File: src/rtl/twophase_clkgen.sv
module twophase_clkgen #(
  parameter int CNT_W = 8
) (
  input  logic             clk,
  input  logic             rst_n,
  input  logic [CNT_W-1:0] period,
  input  logic [CNT_W-1:0] dead,
  input  logic [CNT_W-1:0] adv,
  output logic             phi1,
  output logic             phi2,
  output logic             phi1_adv,
  output logic             phi2_adv
);
  localparam int XW = CNT_W + 1;
  localparam logic [CNT_W-1:0] MIN_P = CNT_W'(4);
  localparam logic [CNT_W-1:0] ONE   = CNT_W'(1);

  logic [CNT_W-1:0] cnt, p_q, d_q, a_q;

  wire [CNT_W-1:0] p_even = {period[CNT_W-1:1], 1'b0};
  wire [CNT_W-1:0] p_new  = (p_even < MIN_P) ? MIN_P : p_even;
  wire [CNT_W-1:0] d_new  = (dead == '0) ? ONE : dead;
  wire [CNT_W-1:0] a_new  = (adv == '0) ? ONE : adv;

  wire [XW-1:0] half  = XW'(p_q >> 1);
  wire [XW-1:0] cnt_x = XW'(cnt);
  wire          first = cnt_x < half;
  wire [XW-1:0] pos   = first ? cnt_x : cnt_x - half;
  wire          on_m  = pos >= XW'(d_q);
  wire          on_e  = on_m && ((pos + XW'(a_q)) < half);
  wire          wrap  = cnt == (p_q - ONE);

  always_ff @(posedge clk) begin
    if (!rst_n) begin
      cnt      <= '0;
      p_q      <= p_new;
      d_q      <= d_new;
      a_q      <= a_new;
      phi1     <= 1'b0;
      phi2     <= 1'b0;
      phi1_adv <= 1'b0;
      phi2_adv <= 1'b0;
    end else begin
      cnt      <= wrap ? '0 : cnt + ONE;
      if (wrap) begin
        p_q <= p_new;
        d_q <= d_new;
        a_q <= a_new;
      end
      phi1     <= first && on_m;
      phi2     <= !first && on_m;
      phi1_adv <= first && on_e;
      phi2_adv <= !first && on_e;
    end
  end
endmodule

File: config.mk
export PLATFORM = sky130hd
export DESIGN_NAME = twophase_clkgen
export DESIGN_NICKNAME = d
export VERILOG_FILES = /design/src/rtl/twophase_clkgen.sv
export SDC_FILE = /design/constraint.sdc
export NUM_CORES = 1
export LEC_CHECK = 0
export ABC_CLOCK_PERIOD_IN_PS = 8420
export BUFFER_PORTS_ARGS = -buffer_cell sky130_fd_sc_hd__buf_2
export CORE_UTILIZATION = 50
export CTS_CLUSTER_SIZE = 20
export DETAILED_ROUTE_END_ITERATION = 10
export PLACE_DENSITY = 0.7
export SLEW_MARGIN = 20
export SYNTH_ARGS = -nofsm -noshare
export SYNTH_HDL_FRONTEND = slang
export SYNTH_SLANG_ARGS = --single-unit
export TNS_END_PERCENT = 5
File: constraint.sdc
create_clock -name clk -period 8.42 [get_ports clk]
set_input_delay 0.842 -clock clk [delete_from_list [all_inputs] [get_ports clk]]
set_output_delay 0.842 -clock clk [all_outputs]
set_load 0.02 [all_outputs]
==> flow_summary.toml <==
[worst_hold_path]
worstHoldPathCells = 1
hold_start = "cnt[0]"
hold-path-endpoint = "cnt[0]"
hp-class = "reg -> reg"

[timing]
setup_violations = 0
rsz0062_at_grt = "no"
tightest_slew_ps = 492.0
fin_crit_ps = 4604
hold_viol_final = 0
max_freq_mhz = 217.2
setup_ws_ps = 3816
skew_ps = 7.111
slew_headroom_pct = 67.20
period_share_pct = 54.68
tns_ps = 0
final_max_slew_viol_count = 0

[global_routing]
use_met1_pct = 25.51
grt.total_usage_pct = 19.75
met3_usage_pct = 3.315
grt_antenna_before_repair = 0
grt_max_degree = 24
grt_pass1_vias = 1716
met2_usage_pct = 32.81
grt_overflow = 0
grt_first_pass_wirelength_um = 7817
grt_busiest_layer = "met2"

[critical_path]
r2r_start = "cnt[1]"
cp.required_ps = 8630
critPathBufInv = 0
critPathKind = "reg -> reg"
crit_fanout = 8
reg2reg_depth = 18
worstPathArrival_ps = 4820
crit_slowest_cell = "dfxtp_1"
cp_cell_sequence = "ha_1 -> nor2b_1 -> o2111ai_1 -> a21oi_1 -> nor2_2 -> mux2_2 -> ha_1 -> a21oi_1 -> a21boi_0 -> o21a_1 -> nor2_1 -> xnor2_1 -> ha_1 -> a21oi_1 -> o21ai_0 -> nor3_1 -> o2111ai_1 -> nor3_1"
start_kind = "flip-flop"
critPathMaxStageDelay_ps = 530
cp-end-kind = "flip-flop"
rrSetupSlack_ps = 3820
critical-path-top-delay-family = "compound AO/OA/AOI/OAI gates"
timing.rr.end = "phi2_adv"

[logic_synthesis]
synth.avg_cell_area_um2 = 9.955
synth_area_leaders = "edfxtp_1, ha_1, dfxtp_1"
syn-num-nets = 314
synth-compound-area-share_pct = 14.56
synth_area_um2 = 2519
async_flop_share_pct = 0
synth_seq_cells = 35
netlist_instances = 253
synthMuxAreaShare_pct = 3.527
synth_top_family_by_area = "adder cells"
yosysWarnings = 0
yosysTopAreaCellShare_pct = 27.42
synth-simple-area-share_pct = 12.47
seq_area_frac_synth_pct = 36.96
synth_fa_ha_area_share_pct = 17.98
synth_area_leader_cell = "edfxtp_1"
synth-xor-area-share_pct = 8.693
synth-edff-count = 23
yosys_most_used_dff = "edfxtp_1"
ys_types = 48

[cts]
hold_buffers = 0
clk_path_buf_depth = 2
cts_tree = "yes"
cts_made_buffers = 5
htree_levels = 2
cts_resized = 0
clockRootBuffer = "clkbuf_8"
clk_pin_slew_ps = 70
cts_num_sinks = 35
postCtsSetupBuffers = 0
clock_latency_ps = 290

[placement]
portBuffers = 28
hpwl_um = 3799
pre_cts_ws_ps = 3917
gp_congestion = 0.8683

[cells_and_area]
register_area_um2 = 930.9
drive_gt1_share_pct = 17.34
syn2layout_area_growth_pct = 9.588
nFillCells = 427
nets = 331
multi_input_area_um2 = 1441
antenna_cells = 0

[floorplanning]
ios = 30
die_y_um = 72.98
rows = 25
coreArea_um2 = 4786
initial_utilization_pct = 52.63
dieArea_um2 = 5325
die_width_um = 72.98

[route]
first_pass_iters = 4
vias = 1812
drtIter0Drc = 68
postRouteAntennaNets = 0
drt-wirelength-per-cell_um = 13.75
vias_per_cell = 5.361
routed_wl_um = 4649
drc_errors = 0

[run_status]
status = "finished clean"

[pwr]
power_per_cell_area_nw_per_um2 = 140.5
leakagePower_nw = 1.292
irDropWorstVdd_mv = 0.1229

[job]
cap_violations = 0
[stage by stage]
step	cell area, um2	utilization (%)	instances	total power, mW	hold slack [ps]
2_1_floorplan	2519	-	253	0.2563	448.9
3_3_place_gp	2679	55.97	330	0.2722	493.5
3_5_place_dp	2679	55.97	330	0.2748	506.5
4_1_cts	2760	57.67	338	0.3902	523.2
5_1_grt	2760	57.67	338	0.4095	538.6
6_report	2760	57.67	338	0.3878	540.3
[worst reg2reg max path: stages, from the launching register on]
cell and delay (ps):
dfxtp_1 530, ha_1 290, nor2b_1 150, o2111ai_1 420, a21oi_1 200, nor2_2 380
mux2_2 420, ha_1 360, a21oi_1 110, a21boi_0 380, o21a_1 160, nor2_1 40
xnor2_1 130, ha_1 180, a21oi_1 140, o21ai_0 90, nor3_1 190, o2111ai_1 170
nor3_1 180
[sequential cells by signal, indices dropped and copies added (netlist names)]
name,cells
phi1_adv,1
p_q,7
phi2,1
cnt,8
phi1,1
a_q,8
d_q,8
phi2_adv,1
[kinds of logic after synthesis]
logic type / count (synthesis)
buf+inv: 39
mux: 8
flops: 35
simple gates: 61
xor+xnor: 25
compound gates: 50
fa+ha+maj: 35
[cell usage after synthesis (2+ instances only)]
master and count:
nand2_1 10, xor2_1 15, clkbuf_1 19, fa_1 2, and2_1 2, nor3_1 7, a211oi_1 4, dfxtp_1 12
ha_1 33, nor2_1 15, and3_1 2, nand4b_1 2, o21a_1 4, edfxtp_1 23, a21boi_0 2, inv_1 20
nand2b_1 3, nand3_1 9, o2111ai_1 2, a21o_1 7, mux2_2 7, a21oi_1 11, nor4_1 3, o211ai_1 2
xnor2_1 10, a31oi_1 2, o21ai_0 4
[cells in the final DEF, fill, tap and decap left out, types with 9 or more instances in the layout]
cell type,synthesis,routed
ha_1,33,33
buf_2,0,28
edfxtp_1,23,23
inv_1,20,20
xor2_1,15,15
nor2_1,15,15
dfxtp_1,12,12
a21oi_1,11,11
nand2_1,10,10
xnor2_1,10,10
nand3_1,9,9
[worst max path at each step]
stage,startpoint,end,cells past startpoint
final,cnt[1],phi2_adv,18
after floorplan,p_q[2],phi1_adv,19
after global placement,cnt[1],phi2_adv,18
after global routing,cnt[1],phi1_adv,18
after detailed placement,cnt[1],phi1_adv,18
after CTS,cnt[1],phi1_adv,18
[routing by layer]
metal	vias to the layer above	wire length (um)
li1	945	-
met2	34	2243
met5	-	0
met4	0	95
met1	826	2190
met3	7	119
[cell type report]
cell class                 instances  share of cell area [%]
clock buffer                       7                   2.765
clock inverter                     1                  0.1813
inverter                          20                   2.720
multi-input combinational        179                   52.22
sequential                        35                   33.73
tap                               67                   3.037
timing repair buffer              29                   5.349
[power breakdown]
| group | switching [mW] | total [mW] | leakage, nW | internal, mW |
|---|---|---|---|---|
| clock | 0.0585 | 0.116 | 0.0422 | 0.0580 |
| combinational | 0.0396 | 0.0734 | 0.927 | 0.0337 |
| sequential | 0.00632 | 0.198 | 0.322 | 0.192 |
Note: power is estimated with default switching activity, not from simulation.
